[src/rtl/mps_pkg.sv]
// Package: shared types for the memory path selector.
// Assumes exactly two downstream targets, indexed by the path encoding.
package mps_pkg;
    typedef enum logic {
        PATH_OSPI = 1'b0,
        PATH_HBUS = 1'b1
    } path_e;

    localparam int NUM_PATHS = 2;
endpackage

[src/rtl/mps_txn_counter.sv]
// Module: outstanding-transaction counter.
// Counts accepted requests minus completed responses. Reports empty and full.
// Assumes a decrement never arrives at zero; if one does, it is ignored.
module mps_txn_counter #(
    parameter int MAX_OUT = 16,
    parameter int CNT_W   = $clog2(MAX_OUT + 1)
) (
    input  logic             clk,
    input  logic             rst_n,
    input  logic             inc,
    input  logic             dec,
    output logic [CNT_W-1:0] cnt,
    output logic             empty,
    output logic             full
);
    localparam logic [CNT_W-1:0] LIMIT = CNT_W'(MAX_OUT);

    logic [CNT_W-1:0] cnt_q;
    logic             dec_ok;

    // Guard against underflow on an unexpected completion.
    assign dec_ok = dec && (cnt_q != '0);

    // Update the count; a simultaneous increment and decrement cancel out.
    always_ff @(posedge clk) begin
        if (!rst_n) begin
            cnt_q <= '0;
        end else begin
            case ({inc, dec_ok})
                2'b10:   cnt_q <= cnt_q + 1'b1;
                2'b01:   cnt_q <= cnt_q - 1'b1;
                default: cnt_q <= cnt_q;
            endcase
        end
    end

    assign cnt   = cnt_q;
    assign empty = (cnt_q == '0);
    assign full  = (cnt_q >= LIMIT);
endmodule

[src/rtl/mps_sel_ctrl.sv]
// Module: select control.
// Holds the software-requested path and the active path. The requested
// path is copied to the active path at the end of a cycle that is idle.
// Assumes idle is already qualified by the caller.
module mps_sel_ctrl
    import mps_pkg::*;
(
    input  logic  clk,
    input  logic  rst_n,
    input  logic  wr_en,
    input  logic  wr_sel,
    input  logic  idle,
    output path_e active,
    output logic  mismatch
);
    path_e req_q;
    path_e act_q;

    // Record the requested path on every register write.
    always_ff @(posedge clk) begin
        if (!rst_n) begin
            req_q <= PATH_OSPI;
        end else if (wr_en) begin
            req_q <= path_e'(wr_sel);
        end
    end

    // Apply the requested path only during an idle cycle.
    always_ff @(posedge clk) begin
        if (!rst_n) begin
            act_q <= PATH_OSPI;
        end else if (idle) begin
            act_q <= req_q;
        end
    end

    assign active   = act_q;
    assign mismatch = (req_q != act_q);
endmodule

[src/rtl/mps_route.sv]
// Module: channel router.
// Steers request valid to the active target and response ready back to it.
// Selects the ready, response valid and response payload from the active
// target. Request payload is broadcast; only the valid line qualifies it.
// Assumes `block` is high when no further request may be accepted.
module mps_route
    import mps_pkg::*;
#(
    parameter int DATA_W = 64
) (
    input  path_e                 active,
    input  logic                  block,
    input  logic                  up_req_valid,
    output logic                  up_req_ready,
    output logic                  up_rsp_valid,
    input  logic                  up_rsp_ready,
    output logic [DATA_W-1:0]     up_rsp_data,
    output logic                  up_rsp_last,
    output logic [NUM_PATHS-1:0]  t_req_valid,
    input  logic [NUM_PATHS-1:0]  t_req_ready,
    input  logic [NUM_PATHS-1:0]  t_rsp_valid,
    output logic [NUM_PATHS-1:0]  t_rsp_ready,
    input  logic [DATA_W-1:0]     t_rsp_data [NUM_PATHS],
    input  logic [NUM_PATHS-1:0]  t_rsp_last
);
    logic [NUM_PATHS-1:0] hit;

    // Per-target gating of the valid and ready lines toward each target.
    for (genvar t = 0; t < NUM_PATHS; t++) begin : g_tgt
        assign hit[t]         = (active == path_e'(t));
        assign t_req_valid[t] = hit[t] && up_req_valid && !block;
        assign t_rsp_ready[t] = hit[t] && up_rsp_ready;
    end

    // Select the upstream-facing signals from the active target.
    always_comb begin
        up_req_ready = !block && t_req_ready[active];
        up_rsp_valid = t_rsp_valid[active];
        up_rsp_data  = t_rsp_data[active];
        up_rsp_last  = t_rsp_last[active];
    end
endmodule

[src/rtl/mem_path_sel.sv]
// Module: idle-gated memory path selector (top).
// Routes one upstream port to the octal SPI or the HyperBus controller.
// A software-written select takes effect only when the port is idle.
// Assumes targets return a final beat only for accepted requests.
module mem_path_sel
    import mps_pkg::*;
#(
    parameter int ADDR_W          = 32,
    parameter int DATA_W          = 64,
    parameter int MAX_OUTSTANDING = 16
) (
    input  logic              clk,
    input  logic              rst_n,
    input  logic              cfg_wr_en,
    input  logic              cfg_wr_sel,
    output logic              sel_active,
    output logic              sel_pending,
    input  logic              up_req_valid,
    output logic              up_req_ready,
    input  logic [ADDR_W-1:0] up_req_addr,
    input  logic              up_req_write,
    input  logic [DATA_W-1:0] up_req_wdata,
    output logic              up_rsp_valid,
    input  logic              up_rsp_ready,
    output logic [DATA_W-1:0] up_rsp_data,
    output logic              up_rsp_last,
    output logic              ospi_req_valid,
    input  logic              ospi_req_ready,
    output logic [ADDR_W-1:0] ospi_req_addr,
    output logic              ospi_req_write,
    output logic [DATA_W-1:0] ospi_req_wdata,
    input  logic              ospi_rsp_valid,
    output logic              ospi_rsp_ready,
    input  logic [DATA_W-1:0] ospi_rsp_data,
    input  logic              ospi_rsp_last,
    output logic              hbus_req_valid,
    input  logic              hbus_req_ready,
    output logic [ADDR_W-1:0] hbus_req_addr,
    output logic              hbus_req_write,
    output logic [DATA_W-1:0] hbus_req_wdata,
    input  logic              hbus_rsp_valid,
    output logic              hbus_rsp_ready,
    input  logic [DATA_W-1:0] hbus_rsp_data,
    input  logic              hbus_rsp_last
);
    localparam int CNT_W = $clog2(MAX_OUTSTANDING + 1);

    path_e                active;
    logic [CNT_W-1:0]     txn_cnt;
    logic                 cnt_empty;
    logic                 cnt_full;
    logic                 port_idle;
    logic                 req_fire;
    logic                 rsp_done;
    logic [NUM_PATHS-1:0] t_req_valid;
    logic [NUM_PATHS-1:0] t_req_ready;
    logic [NUM_PATHS-1:0] t_rsp_valid;
    logic [NUM_PATHS-1:0] t_rsp_ready;
    logic [NUM_PATHS-1:0] t_rsp_last;
    logic [DATA_W-1:0]    t_rsp_data [NUM_PATHS];

    // Gather the target channels into arrays indexed by path encoding.
    assign t_req_ready = {hbus_req_ready, ospi_req_ready};
    assign t_rsp_valid = {hbus_rsp_valid, ospi_rsp_valid};
    assign t_rsp_last  = {hbus_rsp_last,  ospi_rsp_last};
    assign t_rsp_data[PATH_OSPI] = ospi_rsp_data;
    assign t_rsp_data[PATH_HBUS] = hbus_rsp_data;

    assign ospi_req_valid = t_req_valid[PATH_OSPI];
    assign hbus_req_valid = t_req_valid[PATH_HBUS];
    assign ospi_rsp_ready = t_rsp_ready[PATH_OSPI];
    assign hbus_rsp_ready = t_rsp_ready[PATH_HBUS];

    // Request payload is shared; the valid line selects the consumer.
    assign ospi_req_addr  = up_req_addr;
    assign ospi_req_write = up_req_write;
    assign ospi_req_wdata = up_req_wdata;
    assign hbus_req_addr  = up_req_addr;
    assign hbus_req_write = up_req_write;
    assign hbus_req_wdata = up_req_wdata;

    // Handshake events that move the outstanding count.
    assign req_fire  = up_req_valid && up_req_ready;
    assign rsp_done  = up_rsp_valid && up_rsp_ready && up_rsp_last;
    assign port_idle = cnt_empty && !up_req_valid;

    mps_txn_counter #(
        .MAX_OUT (MAX_OUTSTANDING),
        .CNT_W   (CNT_W)
    ) cnt_i (
        .clk   (clk),
        .rst_n (rst_n),
        .inc   (req_fire),
        .dec   (rsp_done),
        .cnt   (txn_cnt),
        .empty (cnt_empty),
        .full  (cnt_full)
    );

    mps_sel_ctrl sel_i (
        .clk      (clk),
        .rst_n    (rst_n),
        .wr_en    (cfg_wr_en),
        .wr_sel   (cfg_wr_sel),
        .idle     (port_idle),
        .active   (active),
        .mismatch (sel_pending)
    );

    mps_route #(
        .DATA_W (DATA_W)
    ) route_i (
        .active       (active),
        .block        (cnt_full),
        .up_req_valid (up_req_valid),
        .up_req_ready (up_req_ready),
        .up_rsp_valid (up_rsp_valid),
        .up_rsp_ready (up_rsp_ready),
        .up_rsp_data  (up_rsp_data),
        .up_rsp_last  (up_rsp_last),
        .t_req_valid  (t_req_valid),
        .t_req_ready  (t_req_ready),
        .t_rsp_valid  (t_rsp_valid),
        .t_rsp_ready  (t_rsp_ready),
        .t_rsp_data   (t_rsp_data),
        .t_rsp_last   (t_rsp_last)
    );

    assign sel_active = active;
endmodule

[config.mk]
export PLATFORM = sky130hd
export DESIGN_NAME = mem_path_sel
export DESIGN_NICKNAME = d
export VERILOG_FILES = /design/src/rtl/mps_pkg.sv /design/src/rtl/mps_txn_counter.sv /design/src/rtl/mps_sel_ctrl.sv /design/src/rtl/mps_route.sv /design/src/rtl/mem_path_sel.sv
export SDC_FILE = /design/constraint.sdc
export NUM_CORES = 1
export LEC_CHECK = 0
export ABC_AREA = 0
export CORE_AREA = 2 2 195 197
export CTS_CLUSTER_DIAMETER = 60
export DETAILED_ROUTE_END_ITERATION = 7
export DIE_AREA = 0 0 197 199
export PLACE_DENSITY = 0.34
export SYNTH_ARGS = -nofsm -noshare
export SYNTH_HDL_FRONTEND = slang
export SYNTH_SLANG_ARGS = --single-unit
export TNS_END_PERCENT = 1
[constraint.sdc]
create_clock -name clk -period 3.5 [get_ports clk]
set_input_delay 0.7 -clock clk [delete_from_list [all_inputs] [get_ports clk]]
set_output_delay 0.7 -clock clk [all_outputs]
set_load 0.02 [all_outputs]
# [Word level (Yosys, flattened, before mapping)]
# Index checks and enable logic that the tools add are counted.
[word_totals] elab_cells=40 ff_bits=7 output_inout_bits=267 in_bits=237
[classes] n_eq_ne=3 add_sub_neg=2 n_bitwise=2 reduce_logical=17 magnitude_cmp=3 n_mux=10
[op_table] op="2-to-1 mux 64 bit" count=3
[op_table] op="logical AND 1 bit" count=12
[op_table] op="one-hot mux 5 bit (2 select lines)" count=1
[op_table] op="2-to-1 mux 1 bit" count=6
[op_table] op="adder 5 x 1 -> 5 bit, second input constant" count=1
[op_table] op="greater-or-equal comparator 5 bit, second input constant" count=1
[op_table] op="logical NOT 5 bit" count=1
[op_table] op="nonzero test 5 bit" count=1
[op_table] op="subtractor 5 x 1 -> 5 bit, second input constant" count=1
[op_table] op="equality test 2 x 1 -> 1 bit, second input constant" count=1
[op_table] op="equality test 2 bit, second input constant" count=1
[op_table] op="greater-or-equal comparator 2 bit, second input constant" count=1
[op_table] op="logical NOT 1 bit" count=2
[op_table] op="< comparator 1 x 2 -> 1 bit, second input constant" count=1
[op_table] op="inverter 1 -> 2 bit" count=1
[op_table] op="nonzero test 2 bit" count=1
[op_table] op="inequality test 1 bit" count=1
[op_table] op="inverter 1 bit" count=1

# [Longest topological paths before layout]
# Gate-level depths: netlist of run 1.
[depth] ltp_word=7 depth_mapped=11 depth_no_buf=10

# [Modules after synthesis]
# Synthesis of run 1 repeated with hierarchy kept, for this count alone.
[hier_totals] cells_unflattened=323 area_unflattened_um2=3085.5
[modules_own_cells] module="mem_path_sel" n_inst=1 cells_each=197 area_per_inst_um2=1478.9 seq_area_each_um2=0.0
[modules_own_cells] module="mps_route" n_inst=1 cells_each=80 area_per_inst_um2=1176.1 seq_area_each_um2=0.0
[modules_own_cells] module="mps_txn_counter" n_inst=1 cells_each=39 area_per_inst_um2=349.1 seq_area_each_um2=100.1
[modules_own_cells] module="mps_sel_ctrl" n_inst=1 cells_each=7 area_per_inst_um2=81.3 seq_area_each_um2=40.0

# [Worst setup path after synthesis of run 1]
# OpenSTA, ideal clock, no wires.
[synth_path] path_type="register to register" startpoint="reg sel_i.act_q (netlist: sel_i.active)" endpoint="reg cnt_i.cnt_q[2] (netlist: cnt_i.cnt[2])" synth_period_minus_slack_ns=2.603 required_time_ns=3.424 path_buffers=1 setup_ns=0.076 setup_slack_ns=0.897 arrival_ns=2.527 path_stages_with_launch=12 cell_sequence="dfxtp_1 > clkbuf_1 > mux2_2 > nand3_1 > nor2_1 > ha_1 > xor2_1 > ha_1 > a21oi_1 > xnor2_1 > or3_1 > a21boi_0"
[synth_between] elab_chain_len=7 word_cells_on_any_way=15 cone_classes="eq/ne (2); mux (7); reduce/logical (6)"
[synth_lines] element="start, declared" line="mps_sel_ctrl.sv:17" rtl="path_e act_q;"
[synth_lines] element="start signal, assigned" line="mps_sel_ctrl.sv:33" rtl="act_q <= req_q;"
[synth_lines] element="2-to-1 mux 1 bit (implied by the code) * (2 in series)" line="mps_route.sv:38" rtl="up_rsp_valid = t_rsp_valid[active];"
[synth_lines] element="via up_rsp_valid" line="mem_path_sel.sv:23" rtl="output logic up_rsp_valid,"
[synth_lines] element="logical AND 1 bit * (2 in series)" line="mem_path_sel.sv:84" rtl="assign rsp_done = up_rsp_valid && up_rsp_ready && up_rsp_last;"
[synth_lines] element="logical AND 1 bit *" line="mps_txn_counter.sv:22" rtl="assign dec_ok = dec && (cnt_q != '0);"
[synth_lines] element="equality test 2 x 1 -> 1 bit or equality test 2 bit (tied branches)" line="mps_txn_counter.sv:29" rtl="case ({inc, dec_ok})"
[synth_lines] element="one-hot mux 5 bit (2 select lines) or nonzero test 2 bit (tied branches)"
[synth_lines] element="end signal, assigned" line="mps_txn_counter.sv:30" rtl="2'b10: cnt_q <= cnt_q + 1'b1;"
[synth_lines] element="end signal, assigned" line="mps_txn_counter.sv:31" rtl="2'b01: cnt_q <= cnt_q - 1'b1;"
[synth_lines] element="end signal, assigned" line="mps_txn_counter.sv:32" rtl="default: cnt_q <= cnt_q;"
[synth_lines] element="end, declared" line="mps_txn_counter.sv:18" rtl="logic [CNT_W-1:0] cnt_q;"
# Mark *: on every way through the listed nets, which the timed path passes. The rest lies on a longest branch. The select of a mux whose other input is x is not followed.
# A chain may end at the register's enable or synchronous reset.

# [Final worst setup path of run 1]
[layout_path] startpoint="in hbus_rsp_last" endpoint="reg cnt_i.cnt_q[2] (netlist: cnt_i.cnt[2])"
[layout_between] elab_chain_len=6 word_cells_on_any_way=8 cone_classes="eq/ne (2); mux (3); reduce/logical (3)"
[layout_lines] element="start, declared" line="mem_path_sel.sv:44" rtl="input logic hbus_rsp_last"
[layout_lines] element="2-to-1 mux 1 bit (implied by the code) * (2 in series)" line="mps_route.sv:40" rtl="up_rsp_last = t_rsp_last[active];"
[layout_lines] element="logical AND 1 bit *" line="mem_path_sel.sv:84"
[layout_lines] element="logical AND 1 bit *" line="mps_txn_counter.sv:22"
[layout_lines] element="equality test 2 x 1 -> 1 bit or equality test 2 bit (tied branches)" line="mps_txn_counter.sv:29"
[layout_lines] element="one-hot mux 5 bit (2 select lines) or nonzero test 2 bit (tied branches)"
# Mark *: on every way between the ends. The rest lies on a longest branch, timed or not. The select of a mux whose other input is x is not followed.

==> metrics.cfg, run 1 <==
[logic_synthesis]
yosysUniqueCellTypes = 30
ys_async_sr_fraction_pct = 0
avgSynthCellArea_um2 = 8.38
yosysSeqAreaShare_pct = 5.11
syn_area_um2 = 2740
yosys_warnings = 0
synth_area_leader_cell = buf_4
yosys-top-cells-area = buf_4, mux2_2, dfxtp_1
synth_edf_count = 0
synth_top_area_share_pct = 53.4
syn_inst = 327
syn_nets = 567
ys_ff_latch = 7
synth-main-ff-cell = dfxtp_1

[global_route]
grt_pass1_vias = 2069
grt_pass1_wl_mm = 12.3
grt_start_max_net_pins = 40
antenna_found_initial = 0
grt-ovfl-total = 0
gr-usage-all-layers_pct = 4.27

[clock_network]
cts_setup_buffers = 0
clock-sinks = 7
ctsHoldBuffers = 0
cts-resized-gates = 0
clkSlewWorstSetupHoldPaths_ns = 0.04
clock-root-buffer = clkbuf_16
numCtsBuffers = 3
h-tree-depth = 1
cts_tree = done
clk_latency_ns = 0.23
clock_path_buffers = 2

[critical_path]
ff2ff_path_depth = 10
critPathRequiredTime_ns = 3.66
path_max_fanout = 5
cp-end-kind = flip-flop
arrival_ns = 2.93
critPathKind = in2reg
crit_path_start_kind = input pin
r2r_slack_ns = 0.99
reg2reg_from = cnt_i.cnt[0]
r2r-end = cnt_i.cnt[2]

[detailed_routing]
drc_errors = 0
vias = 2058
firstDrtPassIters = 4
drt-initial-drc-count = 27
post_drt_wl_per_cell_um = 12.0
drtAntennaViolNets = 0
finalWirelength_mm = 9.79
vias_per_cell = 2.53

[timing]
timing.slew.headroom_pct = 70.7
tightest_slew_ns = 0.439
fmax_ghz = 0.361
setup_viol_count_final = 0
fin_setup_tns_ns = 0
slew_viol_final = 0
setup_slack_ns = 0.732
min_period_ns = 2.77
fin_skew_ns = 0.00148
rsz0062_at_grt = false
min_period_over_period_pct = 79.1
hold_viol = 0

[run]
maxCapViolCount = 0

[hold_path]
min_path_type = reg2reg
worstHoldEndpoint = cnt_i.cnt[3]
hold_path_depth = 2
min_from = cnt_i.cnt[3]

[die]
die-area_um2 = 39200
die_y_um = 199
core_area_um2 = 37100
start_util_pct = 7.38
rows = 71
dieWidth_um = 197
io_pins = 504

[place]
dpl.cell_count = 811
place_congestion = 0.597
hpwlAfterDp_mm = 8.42
portBuffers = 212
pre_cts_slack_ns = 0.436
placed_area_um2 = 3980

[final_layout]
final_area_um2 = 4050
n_antenna_cell = 0
seq_area_um2 = 144
final_cell_mix = clkdlybuf4s50_1, mux2_2, dfxtp_1
multiInputGateArea_um2 = 1080
fin_nets = 582
final_layout_size_suffix_gt1_share_pct = 21.7
fin_cells = 815
n_fill_cell = 4278
layout_commonest_cell = clkdlybuf4s50_1
areaGrowthSynthToFinish_pct = 47.9

[status]
status = finished, final reports clean

[power]
total_power_mw = 0.768
ir_drop_mv = 0.0863
powerDensity_nw_per_um2 = 189
p_leak_nw = 1.32

[final cells by class]
class	instances	share of cell area (%)
well taps	474	14.6
flip-flops and latches	7	3.55
multi-input cells	113	26.6
inverters	3	0.278
clock buffers	4	1.94
repair buffers	214	53.0
[where the power goes]
| group | internal (mW) | switching, mW | leakage, nW |
|---|---|---|---|
| Clock | 0.152 | 0.0455 | 0.0382 |
| Sequential | 0.0841 | 0.00834 | 0.0577 |
| Combinational | 0.303 | 0.175 | 1.23 |
[kinds of logic after synthesis]
logic type	synth area share, %
AOI/OAI and AO/OA	2.97
xor gates and xnor gates	1.28
adders and majority gates	1.37
buffers and inverters	55.6
DFF	5.11
muxes	28.9
and+or+nand+nor	4.75
[per-layer routing]
metal	part of all wire, %	up-vias	routed length (µm)	track usage [%]
met5	0.40	-	39	0.766
met4	4.3	2	419	2.56
li1	-	905	-	-
met1	36	845	3520	4.65
met2	41	259	3980	5.58
met3	19	47	1830	3.46
[critical path, stage by stage]
cell and delay, ns:
clkdlybuf4s50_1 0.40, mux2_2 0.28, nand3_1 0.15, nor2_1 0.08
ha_1 0.25, xor2_1 0.16, ha_1 0.22, a21oi_1 0.15
xnor2_1 0.09, or3_1 0.30, a21boi_0 0.16
[how the worst max path moves through the flow]
stage	start	end	slack, ns	cells after the start
after floorplan	sel_i.active	cnt_i.cnt[2]	0.90	11
after global placement	hbus_rsp_last	cnt_i.cnt[2]	0.43	11
after detailed placement	hbus_rsp_last	cnt_i.cnt[2]	0.44	11
after CTS	hbus_rsp_last	cnt_i.cnt[2]	0.67	11
after global routing	ospi_rsp_last	cnt_i.cnt[2]	0.45	11
final	hbus_rsp_last	cnt_i.cnt[2]	0.73	11
[per-stage QoR]
stage / hold slack (ns) / util, %
floorplan: 0.473 / -
global placement: 0.511 / 10.7
detailed placement: 0.511 / 10.7
CTS: 0.516 / 10.9
global route: 0.573 / 10.9
finish: 0.513 / 10.9
[registers in the layout (all words and copies together), names as in the netlist]
name,flops
cnt_i.cnt,5
sel_i.active,1
sel_i.req_q,1
[synthesized netlist by cell type, types with 2 or more instances]
library cell,number
nand3_1,2
dfxtp_1,7
a21oi_1,4
clkbuf_1,2
buf_4,195
and3_1,2
inv_1,3
nor2_1,4
xor2_1,2
buf_2,6
nand2_1,3
mux2i_1,5
xnor2_1,2
ha_1,3
and2_1,2
o21ai_0,3
mux2_2,66
nor2b_1,4
Power figures use the tool's default switching activity.
==> run 2: changes to the inputs <==
Settings changed: CORE_AREA 2 2 195 197 to 2 2 198 200, DIE_AREA 0 0 197 199 to 0 0 200 202, PLACE_DENSITY 0.34 to 0.33.
Clock period 3.5 ns to 2.8 ns, I/O delays scaled along.
==> run 2 against run 1 <==
Routed wire length grew 2.9%. Global-route usage is 0.26 points higher. Cell count grew 5.8%. Flip-flop and latch count stayed put. Clock skew about the same. Sequential share of layout area down 0.073 points. Die area rose by 3.1%. Power increased by 25%. Largest power group unchanged. Highest routed layer unchanged.
==> metrics.cfg, run 2 (same netlist as run 1, synthesis figures left out) <==
[die]
rows = 72
core_area_um2 = 38300
io_pins = 504
die-area_um2 = 40400
die_y_um = 202
start_util_pct = 7.16
dieWidth_um = 200

[detailed_routing]
post_drt_wl_per_cell_um = 11.7
wl_met1_mm = 3.34
drc_errors = 0
drtAntennaViolNets = 0
vias = 2077
vias_per_cell = 2.41
finalWirelength_mm = 10.1
firstDrtPassIters = 4
wl_met3_mm = 2.03
drt-initial-drc-count = 41
highest_layer = met5
met2_length_mm = 4.20

[final_layout]
final_cell_mix = clkdlybuf4s50_1, mux2_2, dfxtp_1
areaGrowthSynthToFinish_pct = 51.0
seq_area_um2 = 144
utilization_pct = 10.8
largest_reg_flops = 5
multiInputGateArea_um2 = 1080
final_layout_size_suffix_gt1_share_pct = 23.0
layout_commonest_cell = clkdlybuf4s50_1
n_fill_cell = 4411
n_antenna_cell = 0
fin_nets = 585
final_area_um2 = 4140

[timing]
setup_viol_count_final = 0
hold_viol = 0
setup_slack_ns = 0.166
fin_skew_ns = 0.00191
slew_viol_final = 0
min_period_over_period_pct = 94.1
tightest_slew_ns = 0.296
timing.slew.headroom_pct = 80.2
min_period_ns = 2.63
fmax_ghz = 0.380
rsz0062_at_grt = false

[status]
status = finished, final reports clean

[critical_path]
path_max_fanout = 17
critPathKind = reg2out
r2r_slack_ns = 0.30
critPathRequiredTime_ns = 2.24
arrival_ns = 2.07
crit_path_start_kind = flip-flop
ff2ff_path_depth = 10
cp-end-kind = primary output

[clock_network]
clk_latency_ns = 0.23
numCtsBuffers = 3
clkSlewWorstSetupHoldPaths_ns = 0.04
clock_path_buffers = 2
clock-sinks = 7
cts_tree = done
cts_setup_buffers = 0
h-tree-depth = 1
ctsHoldBuffers = 0
cts-resized-gates = 0
clock-root-buffer = clkbuf_16

[hold_path]
min_path_type = reg2reg
hold_path_depth = 2

[power]
power.switching_mw = 0.288
pwr-share-seq_pct = 12.2
p_sw_share_pct = 29.9
pwr-share-comb_pct = 62.2
powerDensity_nw_per_um2 = 233
total_power_mw = 0.963
p_clk_share_pct = 25.7
ir_drop_mv = 0.176
p_int_mw = 0.675
p_leak_nw = 1.34

[place]
pre_cts_slack_ns = -0.120
placed_area_um2 = 4050
portBuffers = 212
hpwlAfterDp_mm = 8.84
place_congestion = 0.617

[global_route]
grt_pass1_vias = 2253
grt_start_max_net_pins = 46
antenna_found_initial = 0
grt-ovfl-total = 0
grt_pass1_wl_mm = 13.6
gr-usage-all-layers_pct = 4.53

[run]
maxCapViolCount = 0

## run 2: cell count changes in the layout (fill, tap and decap cells not counted)
cell     before  now
buf_4         1    4
nand3_1       2    1
nand3_2       0    1
nor2_1        4    3
nor2_2        0    1
## run 2: area by class of cell
class | instances | share of cell area [%]
clock buffer | 4 | 1.90
multi-input combinational | 113 | 26.2
inverter | 3 | 0.272
timing repair buffer | 217 | 52.5
tap | 518 | 15.7
sequential | 7 | 3.48
## run 2: power by group through the flow
| stage | sequential (mW) | clock [mW] | combinational (mW) |
|---|---|---|---|
| finish | 0.117 | 0.247 | 0.599 |
| global route | 0.119 | 0.257 | 0.639 |
| CTS | 0.118 | 0.254 | 0.609 |
| global placement | 0.120 | 0 | 0.610 |
| floorplan | 0.112 | 0 | 0.645 |
| detailed placement | 0.119 | 0 | 0.604 |
## run 2: worst max-delay path, cell delays in order, from the launching register on
cell and delay [ns]:
dfxtp_4 0.50, buf_4 0.33, mux2_2 0.41, clkdlybuf4s50_1 0.58
## run 2: worst paths after layout
path                      to    startpoint
max          up_rsp_data[12]  sel_i.active
min              sel_i.req_q   sel_i.req_q
max reg2reg     cnt_i.cnt[2]  cnt_i.cnt[0]
min reg2reg      sel_i.req_q   sel_i.req_q
## run 2: routing by layer
metal	vias up	global-route usage [%]
li1	914	-
met2	268	6.52
met5	-	0.864
met3	47	3.74
met4	2	2.14
met1	846	4.60
## run 2: metrics by stage
step / cells / setup TNS, ns / hold WS [ns]
after floorplan: 327 / 0 / 0.473
after global placement: 858 / -0.157 / 0.607
after detailed placement: 858 / -0.161 / 0.623
after CTS: 862 / 0 / 0.629
after global routing: 862 / 0 / 0.660
final: 862 / 0 / 0.609
==> run 3: changes to the inputs <==
Settings changed: MAX_ROUTING_LAYER from default to met4, SKIP_CTS_REPAIR_TIMING from default to 1.
==> run 3 against run 2 <==
Routed wire length fell by 0.42%. Critical path depth did not move. First-iteration DRC count up 7.3%. Power fell by 0.14%. Design area unchanged. Critical endpoint unchanged. Largest power group unchanged.
==> metrics.cfg, run 3 (same netlist as run 1, synthesis figures left out) <==
[power]
powerDensity_nw_per_um2 = 232
ir_drop_mv = 0.176
p_leak_nw = 1.34

[clock_network]
clock-root-buffer = clkbuf_16
numCtsBuffers = 3
clock_path_buffers = 2
clk_latency_ns = 0.23
h-tree-depth = 1
cts_tree = done
clock-sinks = 7
clkSlewWorstSetupHoldPaths_ns = 0.04

[die]
io_pins = 504
die-area_um2 = 40400
core_area_um2 = 38300
dieWidth_um = 200
rows = 72
die_y_um = 202
start_util_pct = 7.16

[critical_path]
critPathRequiredTime_ns = 2.24
arrival_ns = 2.06
path_max_fanout = 17
critPathMaxStageDelay_ns = 0.58
crit_chain = buf_4 > mux2_2 > clkdlybuf4s50_1
slowest_stage = clkdlybuf4s50_1
crit_path_start_kind = flip-flop
crit_start = sel_i.active
cp-end-kind = primary output
critPathKind = reg2out
r2r_slack_ns = 0.30
reg2reg_from = cnt_i.cnt[0]
r2r-end = cnt_i.cnt[2]
ff2ff_path_depth = 10

[final_layout]
fin_cells = 862
utilization_pct = 10.8
final_layout_size_suffix_gt1_share_pct = 23.0
layout_commonest_cell = clkdlybuf4s50_1
final_cell_mix = clkdlybuf4s50_1, mux2_2, dfxtp_1
fin_nets = 585
n_antenna_cell = 0
n_fill_cell = 4411
areaGrowthSynthToFinish_pct = 51.0
largest_reg_flops = 5

[timing]
min_period_over_period_pct = 93.4
hold_viol = 0
fin_skew_ns = 0.00133
rsz0062_at_grt = false
timing.slew.headroom_pct = 80.2
min_period_ns = 2.62
tightest_slew_ns = 0.296
fmax_ghz = 0.382
setup_slack_ns = 0.184
slew_viol_final = 0
setup_viol_count_final = 0
fin_hold_ws_ns = 0.609
fin_setup_tns_ns = 0

[detailed_routing]
post_drt_wl_per_cell_um = 11.6
drc_errors = 0
firstDrtPassIters = 4
drt-initial-drc-count = 44
drtAntennaViolNets = 0
vias = 2083
vias_per_cell = 2.42
finalWirelength_mm = 10.0

[hold_path]
min_path_type = reg2reg
min_from = sel_i.req_q
hold_path_depth = 2
worstHoldEndpoint = sel_i.req_q

[global_route]
grt_pass1_vias = 2250
grt-ovfl-total = 0
gr-usage-all-layers_pct = 4.65
antenna_found_initial = 0
grt_start_max_net_pins = 46
grt_pass1_wl_mm = 13.5

[status]
status = finished, final reports clean

[place]
pre_cts_slack_ns = -0.120
dpl.cell_count = 858
hpwlAfterDp_mm = 8.84
place_congestion = 0.621
portBuffers = 212

[run]
maxCapViolCount = 0

-- run 3: cell counts in the layout (fill, tap and decap cells not counted) --
Identical to the previous run, type by type.
-- run 3: how the worst max path moves through the flow --
stage                            to  slack [ns]  depth (start not counted)
floorplan              cnt_i.cnt[2]        0.20                         11
global placement       cnt_i.cnt[2]       -0.12                         11
detailed placement     cnt_i.cnt[2]       -0.12                         11
CTS                    cnt_i.cnt[2]        0.09                         11
global route        up_rsp_data[12]        0.07                          3
finish              up_rsp_data[12]        0.18                          3
-- run 3: area by class of cell --
cell class              count  area [µm²]  area share, %
repair buffers            217        2170           52.5
well taps                 518         648           15.7
inverters                   3        11.3          0.272
multi-input cells         113        1080           26.2
clock buffers               4        78.8           1.90
flip-flops and latches      7         144           3.48
-- run 3: per-layer routing --
layer / up-vias / global-route usage, % / routed length (µm)
li1: 912 / - / -
met1: 859 / 5.01 / 3590
met2: 262 / 6.46 / 4190
met3: 50 / 3.22 / 1800
met4: 0 / 2.14 / 450
met5: - / - / 0
-- run 3: worst max-delay path, delay by kind of cell (launching register included) --
kind | cells | cell delay, ns
mux | 1 | 0.41
buf+inv | 2 | 0.90
flops | 1 | 0.50
-- run 3: where the power goes --
| group | switching [mW] | internal (mW) |
|---|---|---|
| combinational | 0.218 | 0.380 |
| clock | 0.0564 | 0.190 |
| sequential | 0.0121 | 0.105 |
| total | 0.287 | 0.675 |
-- run 3: per-stage QoR --
stage | power, mW | area, µm²
CTS | 0.981 | 4130
finish | 0.962 | 4140
detailed placement | 0.724 | 4050
global route | 1.01 | 4140
floorplan | 0.757 | 2740
global placement | 0.730 | 4050
